### src/rtl/eel_pkg.sv
`timescale 1ns/1ps
package eel_pkg;
    typedef enum logic [2:0] {
        ST_BOOT,
        ST_CMD,
        ST_DATA,
        ST_GAP,
        ST_CHECK,
        ST_IDLE
    } eel_state_e;

    localparam logic [2:0] MW_READ_HDR = 3'b110;
endpackage

### src/rtl/eel_sk_div.sv
`timescale 1ns/1ps
module eel_sk_div #(
    parameter int DIV = 4
) (
    input  logic clk_i,
    input  logic rst_ni,
    input  logic en_i,
    output logic tick_o
);
    localparam int CW = (DIV > 1) ? $clog2(DIV) : 1;

    logic [CW-1:0] cnt_d, cnt_q;

    always_comb begin
        cnt_d = cnt_q;
        if (!rst_ni || !en_i) begin
            cnt_d = '0;
        end else if (cnt_q == CW'(DIV - 1)) begin
            cnt_d = '0;
        end else begin
            cnt_d = cnt_q + 1'b1;
        end
    end

    always_ff @(posedge clk_i) begin
        cnt_q <= cnt_d;
    end

    assign tick_o = en_i && (cnt_q == CW'(DIV - 1));
endmodule

### src/rtl/eel_sum8.sv
`timescale 1ns/1ps
module eel_sum8 #(
    parameter logic [7:0] GOOD_SUM = 8'hFF
) (
    input  logic       clk_i,
    input  logic       rst_ni,
    input  logic       clr_i,
    input  logic       add_i,
    input  logic [7:0] byte_i,
    output logic       ok_o
);
    logic [7:0] sum_d, sum_q;

    always_comb begin
        sum_d = sum_q;
        if (!rst_ni || clr_i) begin
            sum_d = '0;
        end else if (add_i) begin
            sum_d = sum_q + byte_i;
        end
    end

    always_ff @(posedge clk_i) begin
        sum_q <= sum_d;
    end

    assign ok_o = (sum_q == GOOD_SUM);
endmodule

### src/rtl/cfg_eeprom_loader.sv
`timescale 1ns/1ps
module cfg_eeprom_loader
    import eel_pkg::*;
#(
    parameter int NUM_BYTES = 36,
    parameter int ADDR_W    = 6,
    parameter int CLK_DIV   = 4,
    parameter logic [NUM_BYTES*8-1:0] RESET_CFG = {NUM_BYTES{8'h5A}}
) (
    input  logic                   clk_i,
    input  logic                   rst_ni,
    input  logic                   sk_pad_i,
    output logic                   ee_cs_o,
    output logic                   ee_sk_o,
    output logic                   ee_di_o,
    input  logic                   ee_do_i,
    input  logic                   reload_req_i,
    input  logic                   host_req_i,
    output logic                   host_ack_o,
    output logic                   ee_present_o,
    output logic                   read_pending_o,
    output logic                   data_valid_o,
    output logic                   fallback_o,
    output logic                   done_o,
    output logic [NUM_BYTES*8-1:0] cfg_o
);
    localparam int CMD_BITS = 3 + ADDR_W;
    localparam int BCW      = $clog2(CMD_BITS);
    localparam int IDXW     = (NUM_BYTES > 1) ? $clog2(NUM_BYTES) : 1;

    typedef struct packed {
        eel_state_e                  st;
        logic                        present;
        logic                        pending;
        logic                        host_blk;
        logic                        valid;
        logic                        fallback;
        logic                        done;
        logic                        cs;
        logic                        sk;
        logic [BCW-1:0]              bit_cnt;
        logic [IDXW-1:0]             idx;
        logic [7:0]                  sr;
        logic [NUM_BYTES-1:0][7:0]   shadow;
        logic [NUM_BYTES*8-1:0]      cfg;
    } regs_t;

    regs_t r_d, r_q;

    logic                tick;
    logic                div_en;
    logic                sum_clr;
    logic                sum_add;
    logic                sum_ok;
    logic [CMD_BITS-1:0] cmd_word;

    assign div_en = (r_q.st == ST_CMD) || (r_q.st == ST_DATA) || (r_q.st == ST_GAP);

    eel_sk_div #(.DIV(CLK_DIV)) u_div (
        .clk_i  (clk_i),
        .rst_ni (rst_ni),
        .en_i   (div_en),
        .tick_o (tick)
    );

    eel_sum8 #(.GOOD_SUM(8'hFF)) u_sum (
        .clk_i  (clk_i),
        .rst_ni (rst_ni),
        .clr_i  (sum_clr),
        .add_i  (sum_add),
        .byte_i (r_q.sr),
        .ok_o   (sum_ok)
    );

    assign cmd_word = {MW_READ_HDR, ADDR_W'(r_q.idx)};

    always_comb begin
        r_d      = r_q;
        r_d.done = 1'b0;
        sum_clr  = 1'b0;
        sum_add  = 1'b0;
        if (!rst_ni) begin
            r_d         = '0;
            r_d.st      = ST_BOOT;
            r_d.cfg     = RESET_CFG;
            r_d.present = sk_pad_i;
        end else begin
            unique case (r_q.st)
                ST_BOOT: begin
                    if (r_q.present) begin
                        r_d.st      = ST_CMD;
                        r_d.cs      = 1'b1;
                        r_d.sk      = 1'b0;
                        r_d.bit_cnt = '0;
                        r_d.idx     = '0;
                        r_d.pending = 1'b1;
                        sum_clr     = 1'b1;
                    end else begin
                        r_d.st       = ST_IDLE;
                        r_d.pending  = 1'b0;
                        r_d.valid    = 1'b0;
                        r_d.fallback = 1'b1;
                        r_d.done     = 1'b1;
                    end
                end
                ST_IDLE: begin
                    if (reload_req_i) begin
                        r_d.st       = ST_CMD;
                        r_d.cs       = 1'b1;
                        r_d.sk       = 1'b0;
                        r_d.bit_cnt  = '0;
                        r_d.idx      = '0;
                        r_d.pending  = 1'b1;
                        r_d.host_blk = 1'b1;
                        sum_clr      = 1'b1;
                    end
                end
                ST_CMD: begin
                    if (tick) begin
                        if (!r_q.sk) begin
                            r_d.sk = 1'b1;
                        end else begin
                            r_d.sk = 1'b0;
                            if (r_q.bit_cnt == BCW'(CMD_BITS - 1)) begin
                                r_d.st      = ST_DATA;
                                r_d.bit_cnt = '0;
                            end else begin
                                r_d.bit_cnt = r_q.bit_cnt + 1'b1;
                            end
                        end
                    end
                end
                ST_DATA: begin
                    if (tick) begin
                        if (!r_q.sk) begin
                            r_d.sk = 1'b1;
                            r_d.sr = {r_q.sr[6:0], ee_do_i};
                        end else begin
                            r_d.sk = 1'b0;
                            if (r_q.bit_cnt == BCW'(7)) begin
                                r_d.shadow[r_q.idx] = r_q.sr;
                                sum_add             = 1'b1;
                                r_d.cs              = 1'b0;
                                r_d.bit_cnt         = '0;
                                r_d.st = (r_q.idx == IDXW'(NUM_BYTES - 1)) ? ST_CHECK : ST_GAP;
                            end else begin
                                r_d.bit_cnt = r_q.bit_cnt + 1'b1;
                            end
                        end
                    end
                end
                ST_GAP: begin
                    if (tick) begin
                        r_d.idx = r_q.idx + 1'b1;
                        r_d.cs  = 1'b1;
                        r_d.st  = ST_CMD;
                    end
                end
                ST_CHECK: begin
                    if (sum_ok) begin
                        r_d.cfg      = r_q.shadow;
                        r_d.valid    = 1'b1;
                        r_d.fallback = 1'b0;
                    end else begin
                        r_d.cfg      = RESET_CFG;
                        r_d.valid    = 1'b0;
                        r_d.fallback = 1'b1;
                    end
                    r_d.pending  = 1'b0;
                    r_d.host_blk = 1'b0;
                    r_d.done     = 1'b1;
                    r_d.st       = ST_IDLE;
                end
                default: r_d.st = ST_IDLE;
            endcase
        end
    end

    always_ff @(posedge clk_i) begin
        r_q <= r_d;
    end

    always_comb begin
        ee_di_o = 1'b0;
        if (r_q.st == ST_CMD && r_q.cs) begin
            ee_di_o = cmd_word[BCW'(CMD_BITS - 1) - r_q.bit_cnt];
        end
    end

    assign ee_cs_o        = r_q.cs;
    assign ee_sk_o        = r_q.sk;
    assign host_ack_o     = host_req_i && !r_q.host_blk;
    assign ee_present_o   = r_q.present;
    assign read_pending_o = r_q.pending;
    assign data_valid_o   = r_q.valid;
    assign fallback_o     = r_q.fallback;
    assign done_o         = r_q.done;
    assign cfg_o          = r_q.cfg;

    // serial clock idles low outside a frame
    assert_sk_idle_outside_frame_R4: assert property (@(posedge clk_i) disable iff (!rst_ni)
        !ee_cs_o |-> !ee_sk_o);

    // outgoing bit only moves during the low phase
    assert_di_moves_when_sk_low_R4: assert property (@(posedge clk_i) disable iff (!rst_ni)
        !$stable(ee_di_o) |-> !ee_sk_o);

    // completion strobe lasts one clock
    assert_done_single_cycle_R9: assert property (@(posedge clk_i) disable iff (!rst_ni)
        done_o |=> !done_o);

    // pending flag is down when the strobe fires
    assert_done_clears_pending_R9: assert property (@(posedge clk_i) disable iff (!rst_ni)
        done_o |-> !read_pending_o);

    // live registers move only with the completion strobe
    assert_cfg_moves_on_done_R8: assert property (@(posedge clk_i) disable iff (!rst_ni)
        !$stable(cfg_o) |-> done_o);

    // a committed image never coexists with fallback
    assert_valid_excludes_fallback_R6: assert property (@(posedge clk_i) disable iff (!rst_ni)
        data_valid_o |-> !fallback_o);

    // no frame is ever open while fallback is active and idle
    assert_no_frame_done_R2: assert property (@(posedge clk_i) disable iff (!rst_ni)
        done_o |-> !ee_cs_o);
endmodule

### config.mk
export PLATFORM = sky130hd
export DESIGN_NAME = cfg_eeprom_loader
export DESIGN_NICKNAME = d
export VERILOG_FILES = /design/src/rtl/eel_pkg.sv /design/src/rtl/eel_sk_div.sv /design/src/rtl/eel_sum8.sv /design/src/rtl/cfg_eeprom_loader.sv
export SDC_FILE = /design/constraint.sdc
export NUM_CORES = 1
export LEC_CHECK = 0
export ABC_AREA = 0
export BUFFER_PORTS_ARGS = -buffer_cell sky130_fd_sc_hd__buf_4
export CAP_MARGIN = 15
export CORE_MARGIN = 2
export CORE_UTILIZATION = 51
export DETAILED_ROUTE_END_ITERATION = 10
export PLACE_DENSITY = 0.81
export SLEW_MARGIN = 20
export SYNTH_ARGS = -nofsm -noshare
export SYNTH_HDL_FRONTEND = slang
export SYNTH_SLANG_ARGS = --single-unit
### constraint.sdc
create_clock -name clk_i -period 2.42 [get_ports clk_i]
set_clock_uncertainty 0.1 [all_clocks]
set_input_delay 0.242 -clock clk_i [delete_from_list [all_inputs] [get_ports clk_i]]
set_output_delay 0.242 -clock clk_i [all_outputs]
set_load 0.01 [all_outputs]
==> results of run 1 <==
==> where the power goes <==
group	total (mW)	switching, mW	internal (mW)
Combinational	1.72	1.24	0.481
Sequential	10.3	0.133	10.2
Clock	9.60	3.99	5.61
==> kinds of logic after synthesis <==
group	share of synthesized area
compound gates	0.1173
xor+xnor	0.002909
fa+ha+maj	0.007065
buf+inv	0.1249
flops	0.5116
mux	0.09397
simple gates	0.1423
==> sequential cells by signal, summed over array words and instances, names as in the netlist <==
| register | count |
|---|---|
| ee_cs_o | 1 |
| u_sum.sum_q | 8 |
| u_div.cnt_q | 2 |
| r_q | 304 |
| fallback_o | 1 |
| data_valid_o | 1 |
| cmd_word | 6 |
| done_o | 1 |
| ee_present_o | 1 |
| read_pending_o | 1 |
| cfg_o | 288 |
| ee_sk_o | 1 |
==> Yosys cell counts, types with 3 or more instances <==
| library cell | number |
|---|---|
| xnor2_1 | 3 |
| nor2b_1 | 12 |
| and2_0 | 3 |
| a21o_1 | 3 |
| inv_1 | 9 |
| mux2i_1 | 225 |
| buf_4 | 296 |
| nand3b_1 | 4 |
| nand2_1 | 317 |
| a21oi_1 | 94 |
| ha_1 | 12 |
| buf_1 | 17 |
| o22ai_1 | 145 |
| a22oi_1 | 145 |
| o21ai_0 | 14 |
| nor3_1 | 7 |
| nor2_1 | 388 |
| and4_1 | 3 |
| dfxtp_1 | 614 |
| nor4_2 | 3 |
| buf_2 | 37 |
| nor2_2 | 16 |
| clkbuf_1 | 133 |
| nand2b_1 | 12 |
| nand3_1 | 18 |
| a211oi_1 | 7 |
| o211ai_1 | 6 |
| or3_1 | 5 |
| nand4b_1 | 3 |
| xor2_1 | 5 |
==> area by class of cell <==
| type | instances | area (sq um) | area share |
|---|---|---|---|
| inverters | 10 | 47.55 | 0.001743 |
| repair buffers | 387 | 3161 | 0.1159 |
| flip-flops and latches | 615 | 12340 | 0.4523 |
| clock inverters | 28 | 322.8 | 0.01183 |
| diodes | 1 | 2.502 | 0.00009173 |
| clock buffers | 83 | 1719 | 0.06302 |
| well taps | 607 | 759.5 | 0.02784 |
| multi-input cells | 1499 | 8929 | 0.3273 |
==> critical path, stage by stage (launching register included) <==
cell	delay, ps
dfxtp_2	340
inv_2	70
ha_4	310
mux2i_1	230
o2bb2ai_2	100
nor4b_2	300
a211oi_2	80
buf_4	160
==> how the worst max path moves through the flow <==
stage / depth (start not counted) / to / slack (ps) / start
2_1_floorplan: 7 / r_q[303] / 220 / r_q[590]
3_3_place_gp: 8 / r_q[326] / -30 / r_q[591]
3_5_place_dp: 8 / r_q[316] / -80 / r_q[591]
4_1_cts: 7 / ee_di_o / -160 / r_q[591]
5_1_grt: 7 / ee_di_o / -210 / r_q[590]
6_report: 7 / ee_di_o / -110 / r_q[590]
==> through the flow <==
step,util,setup WS (ps)
CTS,0.5825,-161.1
global placement,0.5367,-34.66
finish,0.5860,-114.2
detailed placement,0.5367,-83.54
global route,0.5859,-212.2
floorplan,-,223.8
==> repair_timing <==
action / 4_1_cts / 5_1_grt
hold buffers: 4 / 0
endpoints found under the setup margin: 70 / 213
buffers inserted: 2 / 3
endpoints found under the hold margin: 28 / 0
cloned: 0 / 1
gates resized for setup: 12 / 33
pin swaps: 4 / 7
==> per-layer routing <==
| layer | vias up | wire length (um) |
|---|---|---|
| met3 | 139 | 5251 |
| met4 | 0 | 2265 |
| met1 | 8916 | 27030 |
| met5 | - | 0 |
| met2 | 726 | 30350 |
| li1 | 8515 | - |
==> out/qor.csv, run 1 <==
metric,value,unit
synth.top_cell.area_share,0.5103,
antenna_found_initial,0,
timing.setup.tns,-114.2,ps
crit_required,2080,ps
cp_max_fo,6,
worst_pin_slew,1014,ps
cts_tree,yes,
h-tree-depth,2,
leakagePower,10.77,nW
initial_core_util,0.5173,
nFillCells,3781,
routedWlPerCell,20.09,um
r2r-end,r_q[490],
die_h,221.3,um
syn_area_per_cell,9.242,sq um
grt_start_max_net_pins,145,
outcome,finished with violations,
finalHoldViolCount,0,
rows,79,
grt_use_met2,0.4065,
async_flop_share,0,
whs,349.7,ps
drive_gt1_frac,0.2124,
port_buffers,302,
worstHoldPathCells,2,
synth.distinct_cells,68,
setup_viol_count_final,1,
holdPathEnd,ee_present_o,
ys_seq_elements,615,
rsz0062_at_grt,true,
grt_pass1_wl,98620,um
fin_crit_sh,1.047,
relSlewSlack,0.3238,
cts_inserted_buffers,60,
gp_congestion,0.8492,
hold_path_class,input port to register,
instances_no_fill,3230,
grt_busiest_layer,met2,
layout_commonest_cell,dfxtp_1,
crit_type,register to output pin,
syn-cell-area,24090,sq um
clk_latency,610,ps
vias_per_cell,5.664,
ys_seq_area_frac,0.5116,
ant_nets,0,
cp.arrival,2190,ps
dp.cells,3108,
io_pins,303,
synth_edf_count,1,
vdd_drop_max,850.8,uV
final_cell_mix,"dfxtp_1, nor2_1, buf_4",
dieArea,48980,sq um
clk_pin_slew,60,ps
synth_cells,2606,
wirelength,64890,um
grt_use_total,0.2499,
startpoint_type,register,
drt_pass1_iterations,6,
power.total,21.66,mW
p_per_area,793.8,nW/um^2
rr_worst_depth,7,
final_area,27280,sq um
hold_start,sk_pad_i,
synth_area_leader_cell,dfxtp_1,
synth_fp_nets,2625,
synth_top_flop_cell,dfxtp_1,
fmax,394.6,MHz
failed_checks,setup timing,
cts-root-buf,clkbuf_16,
fin_ws,-114.2,ps
die_w,221.3,um
vias,18300,
grt_pass1_vias,17550,
clockBufferDepth,3,
worstSetupEndpointType,output pin,
finalMaxSlewViolations,0,
rrSetupSlack,50,ps
drc_errors,0,
cts.sinks,615,
cap_viol_max_count,0,
synth-warning-count,0,
rr_startpoint,cmd_word[1],
syn2layout_area_growth,13.26,%
drt_iter0_markers,1484,
dp_hpwl,39410,um
placed_area,24990,sq um
fin_nets,2592,
met1_usage,0.3181,
met3_usage,0.05962,
fin_crit,2534,ps
synth_top_cells_by_area,"dfxtp_1, mux2i_1, buf_4",
coreArea,46560,sq um
grt-ovfl-total,0,
No activity file was read; power rests on OpenSTA's default activity.
==> run 2, diff against run 1 <==
--- a/config.mk
+++ b/config.mk
@@ -8,10 +8,12 @@
 export ABC_AREA = 0
 export BUFFER_PORTS_ARGS = -buffer_cell sky130_fd_sc_hd__buf_4
 export CAP_MARGIN = 15
+export CELL_PAD_IN_SITES_DETAIL_PLACEMENT = 0
+export CELL_PAD_IN_SITES_GLOBAL_PLACEMENT = 1
 export CORE_MARGIN = 2
-export CORE_UTILIZATION = 51
+export CORE_UTILIZATION = 40
 export DETAILED_ROUTE_END_ITERATION = 10
-export PLACE_DENSITY = 0.81
+export PLACE_DENSITY = 0.82
 export SLEW_MARGIN = 20
 export SYNTH_ARGS = -nofsm -noshare
 export SYNTH_HDL_FRONTEND = slang
==> out/qor.csv, run 2 (synthesis results as in run 1) <==
metric,value,unit,change
outcome,finished with violations,,unchanged
failed_checks,setup timing,,unchanged
n_antenna_cell,0,,was 1
ant_nets,0,,unchanged
clk_pin_slew,60,ps,about the same
gp_congestion,0.8344,,was 0.8492
cp_max_fo,6,,unchanged
grt-ovfl-total,0,,unchanged
final_cell_mix,"dfxtp_1, nor2_1, buf_4",,unchanged
fin_ws,-43.96,ps,was -114.2 ps
crit_slowest_cell,dfxtp_2,,unchanged
vias,17900,,was 18300
fin_nets,2621,,was 2592
cts.sinks,615,,unchanged
wirelength,66010,um,was 64890 um
port_buffers,302,,unchanged
die_h,249.4,um,was 221.3 um
worstSetupEndpointType,output pin,,unchanged
nFillCells,5490,,was 3781
grt_pass1_vias,17250,,was 17550
cts-root-buf,clkbuf_16,,unchanged
coreArea,59240,sq um,was 46560 sq um
drive_gt1_frac,0.2163,,was 0.2124
drc_errors,0,,unchanged
cap_viol_max_count,0,,unchanged
path_buf_inv,2,,unchanged
largest_reg_flops,304,,unchanged
slowest_delay,340,ps,about the same
antenna_found_initial,0,,unchanged
die_w,249.4,um,was 221.3 um
hold_path_class,input port to register,,unchanged
layout_commonest_cell,dfxtp_1,,unchanged
io_pins,303,,unchanged
rrSetupSlack,60,ps,was 50 ps
cp.arrival,2120,ps,was 2190 ps
timing.setup.tns,-43.96,ps,was -114.2 ps
power.total,22.45,mW,was 21.66 mW
fin_crit,2464,ps,was 2534 ps
finalMaxSlewViolations,0,,unchanged
dieArea,62190,sq um,was 48980 sq um
crit_required,2080,ps,about the same
cts_tree,yes,,unchanged
crit_type,register to output pin,,unchanged
setup_viol_count_final,1,,unchanged
routedWlPerCell,19.29,um,was 20.09 um
relSlewSlack,0.4930,,was 0.3238
worst_pin_slew,760.4,ps,was 1014 ps
p_per_area,804.4,nW/um^2,was 793.8 nW/um^2
syn2layout_area_growth,15.85,%,was 13.26%
vias_per_cell,5.231,,was 5.664
h-tree-depth,3,,was 2
drt_pass1_iterations,5,,was 6
instances_no_fill,3422,,was 3230
fmax,405.9,MHz,was 394.6 MHz
clockBufferDepth,3,,unchanged
initial_core_util,0.4066,,was 0.5173
grt_start_max_net_pins,127,,was 145
crit_chain,inv_2 > ha_4 > mux2i_2 > o2bb2ai_2 > o31ai_1 > a211oi_1 > buf_4,,was inv_2 > ha_4 > mux2i_1 > o2bb2ai_2 > nor4b_2 > a211oi_2 > buf_4
drt_iter0_markers,1324,,was 1484
rows,89,,was 79
cts_inserted_buffers,67,,was 60
grt_pass1_wl,101700,um,was 98620 um
rsz0062_at_grt,true,,unchanged
crit_family,compound AO/OA/AOI/OAI gates,,was flip-flops
clk_latency,600,ps,was 610 ps
regMostFlops,r_q,,unchanged
postLayoutCoreUtil,0.4710,,was 0.5860
leakagePower,11.00,nW,was 10.77 nW
dp.cells,3297,,was 3108
finalHoldViolCount,0,,unchanged
fin_crit_sh,1.018,,was 1.047
startpoint_type,register,,unchanged
vdd_drop_max,534.3,uV,was 850.8 uV
grt_use_total,0.2069,,was 0.2499
dp_hpwl,41280,um,was 39410 um
-- run 2: cell types whose count changed in the layout (fill, tap and decap cells not counted), sizes merged --
cell,before,now
clkinv,13,9
bufinv,6,5
clkbuf,83,96
inv,12,14
clkinvlp,7,2
or3,6,5
buf,383,406
diode,1,0
-- run 2: per-stage QoR --
stage / hold slack [ps] / setup WS, ps / instance area, sq um
final: 287.7 / -43.96 / 27900
after global routing: 268.1 / -139.0 / 27900
after CTS: 230.8 / -86.78 / 27830
after detailed placement: 321.8 / 13.97 / 25450
after global placement: 312.2 / 71.54 / 25450
after floorplan: 240.9 / 223.8 / 24090
-- run 2: cell type report --
type / instances / area, sq um / area share
inverter: 10 / 47.55 / 0.001704
multi-input combinational: 1498 / 8890 / 0.3186
tap: 773 / 967.2 / 0.03466
clock inverter: 20 / 264.0 / 0.009461
clock buffer: 96 / 1978 / 0.07089
sequential: 615 / 12340 / 0.4422
timing repair buffer: 410 / 3420 / 0.1225
-- run 2: per-layer routing --
| layer | vias up | track usage | part of all wire | wire (um) |
|---|---|---|---|---|
| met1 | 8684 | 0.2704 | 0.44 | 29140 |
| met3 | 109 | 0.04985 | 0.066 | 4337 |
| met4 | 0 | 0.06988 | 0.026 | 1699 |
| met5 | - | 0 | 0 | 0 |
| li1 | 8561 | - | - | - |
| met2 | 548 | 0.3348 | 0.47 | 30840 |
-- run 2: final timing paths --
path                        from              to  depth (start not counted)
setup / recovery        r_q[590]         ee_di_o                          7
hold / removal          sk_pad_i    ee_present_o                          2
setup reg to reg     cmd_word[2]        r_q[343]                          6
hold reg to reg   u_div.cnt_q[0]  u_div.cnt_q[0]                          1
-- run 2: timing repair --
item / 4_1_cts / 5_1_grt
pin swaps: 4 / 3
setup endpoints to repair: 14 / 181
hold buffers: 4 / 0
setup buffers: 4 / 1
hold endpoints to repair: 25 / 0
gates resized for setup: 17 / 18
-- run 2: power by group --
group          leakage, nW  switching (mW)  internal [mW]
combinational         4.93            1.25          0.531
sequential            4.97           0.116           10.2
clock                 1.10            4.11           6.23
total                 11.0            5.48           17.0
==> run 3, diff against run 2 <==
--- a/config.mk
+++ b/config.mk
@@ -10,7 +10,7 @@
 export CAP_MARGIN = 15
 export CELL_PAD_IN_SITES_DETAIL_PLACEMENT = 0
 export CELL_PAD_IN_SITES_GLOBAL_PLACEMENT = 1
-export CORE_MARGIN = 2
+export CORE_ASPECT_RATIO = 1.75
 export CORE_UTILIZATION = 40
 export DETAILED_ROUTE_END_ITERATION = 10
 export PLACE_DENSITY = 0.82
==> out/qor.csv, run 3 (synthesis results as in run 1) <==
metric,value,unit,change
io_pins,303,,unchanged
path_buf_inv,2,,unchanged
worstSetupEndpointType,output pin,,unchanged
antenna_found_initial,0,,unchanged
grt-ovfl-total,0,,unchanged
crit_slowest_cell,dfxtp_4,,was dfxtp_2
drive_gt1_frac,0.2076,,was 0.2163
nFillCells,5601,,was 5490
cp.arrival,2190,ps,was 2120 ps
clk_pin_slew,70,ps,was 60 ps
slowest_delay,360,ps,was 340 ps
outcome,finished with violations,,unchanged
coreArea,59350,sq um,was 59240 sq um
clk_latency,620,ps,was 600 ps
cap_viol_max_count,0,,unchanged
p_per_area,777.8,nW/um^2,was 804.4 nW/um^2
grt_use_total,0.2150,,was 0.2069
leakagePower,10.74,nW,was 11.00 nW
h-tree-depth,2,,was 3
fin_ws,-108.9,ps,was -43.96 ps
fin_crit_sh,1.045,,was 1.018
vias,17730,,was 17900
routedWlPerCell,19.84,um,was 19.29 um
vdd_drop_max,682.7,uV,was 534.3 uV
regMostFlops,r_q,,unchanged
largest_reg_flops,304,,unchanged
relSlewSlack,0.4656,,was 0.4930
port_buffers,302,,unchanged
drc_errors,0,,unchanged
rr_startpoint,r_q[591],,was cmd_word[2]
ant_nets,0,,unchanged
finalMaxSlewViolations,0,,unchanged
cts.sinks,615,,unchanged
wirelength,67350,um,was 66010 um
crit_required,2080,ps,about the same
rsz0062_at_grt,true,,unchanged
dp_hpwl,41560,um,was 41280 um
final_cell_mix,"dfxtp_1, nor2_1, buf_4",,unchanged
crit_family,flip-flops,,was compound AO/OA/AOI/OAI gates
crit_type,register to output pin,,unchanged
gp_congestion,0.8681,,was 0.8344
crit_chain,inv_2 > ha_4 > mux2i_1 > o2bb2ai_2 > nor4b_2 > a211oi_2 > buf_4,,was inv_2 > ha_4 > mux2i_2 > o2bb2ai_2 > o31ai_1 > a211oi_1 > buf_4
placed_area,25260,sq um,was 25450 sq um
cts_inserted_buffers,55,,was 67
drt_iter0_markers,1050,,was 1324
vias_per_cell,5.222,,was 5.231
failed_checks,setup timing,,unchanged
grt_start_max_net_pins,119,,was 127
fin_crit,2529,ps,was 2464 ps
setup_viol_count_final,1,,unchanged
rows,118,,was 89
cts-root-buf,clkbuf_16,,unchanged
grt_pass1_wl,103200,um,was 101700 um
startpoint_type,register,,unchanged
n_antenna_cell,0,,unchanged
fin_nets,2590,,was 2621
crit_start,r_q[591],,was r_q[590]
initial_core_util,0.4058,,was 0.4066
worst_pin_slew,801.6,ps,was 760.4 ps
cp_max_fo,6,,unchanged
dieArea,61240,sq um,was 62190 sq um
grt_pass1_vias,17420,,was 17250
hold_start,sk_pad_i,,unchanged
fmax,395.4,MHz,was 405.9 MHz
syn2layout_area_growth,13.61,%,was 15.85%
die_h,326.6,um,was 249.4 um
layout_commonest_cell,dfxtp_1,,unchanged
timing.setup.tns,-108.9,ps,was -43.96 ps
finalHoldViolCount,0,,unchanged
drt_pass1_iterations,5,,unchanged
final_area,27360,sq um,was 27900 sq um
cts_tree,yes,,unchanged
hold_path_class,input port to register,,unchanged
power.total,21.28,mW,was 22.45 mW
clockBufferDepth,3,,unchanged
die_w,187.5,um,was 249.4 um
[run 3: changes by cell type in the layout (fill, tap and decap cells not counted), sizes merged]
cell / change
buf: -19
bufinv: +2
clkbuf: -22
clkinv: +4
clkinvlp: +2
inv: -1
[run 3: layer usage]
| layer | global-route usage | wire length [um] | up-vias |
|---|---|---|---|
| met5 | 0 | 0 | - |
| met4 | 0.09579 | 2703 | 0 |
| met3 | 0.03481 | 3406 | 126 |
| met2 | 0.3831 | 34200 | 520 |
| met1 | 0.2519 | 27040 | 8600 |
| li1 | - | - | 8483 |
[run 3: timing repair]
| action | in CTS | in global routing |
|---|---|---|
| endpoints found under the setup margin | 4 | 139 |
| hold buffers | 4 | 0 |
| endpoints found under the hold margin | 34 | 0 |
| buffers inserted | 2 | 4 |
| pin swaps | 4 | 4 |
| cloned | 0 | 0 |
| resized for setup | 17 | 14 |
[run 3: report_power, final]
| part | internal, mW | total, mW | switching (mW) | leakage (nW) |
|---|---|---|---|---|
| clock network | 5.22 | 9.16 | 3.94 | 0.917 |
| logic | 0.515 | 1.82 | 1.30 | 4.85 |
| registers | 10.2 | 10.3 | 0.108 | 4.97 |
| total | 15.9 | 21.3 | 5.35 | 10.7 |
[run 3: final cells by class]
| class | instances | area, sq um | area share |
|---|---|---|---|
| multi-input combinational | 1498 | 8894 | 0.3250 |
| clock buffer | 74 | 1529 | 0.05588 |
| tap | 780 | 975.9 | 0.03567 |
| timing repair buffer | 391 | 3224 | 0.1178 |
| inverter | 10 | 45.04 | 0.001646 |
| clock inverter | 27 | 356.6 | 0.01303 |
| sequential | 615 | 12340 | 0.4509 |
[run 3: final timing paths]
check | endpoint | cells past startpoint | slack (ps)
setup / recovery | ee_di_o | 7 | -110
hold / removal | ee_present_o | 2 | 300
setup reg to reg | r_q[396] | 8 | 90
hold reg to reg | u_div.cnt_q[0] | 1 | 340
[run 3: stage by stage]
stage	cells	setup slack, ps	utilization	hold slack, ps
3_5_place_dp	3284	7.887	0.4255	328.2
5_1_grt	3395	-211.2	0.4610	279.9
6_report	3395	-108.9	0.4610	303.2
4_1_cts	3391	-134.0	0.4593	273.9
2_1_floorplan	2606	223.8	-	240.9
3_3_place_gp	3284	82.25	0.4255	311.5
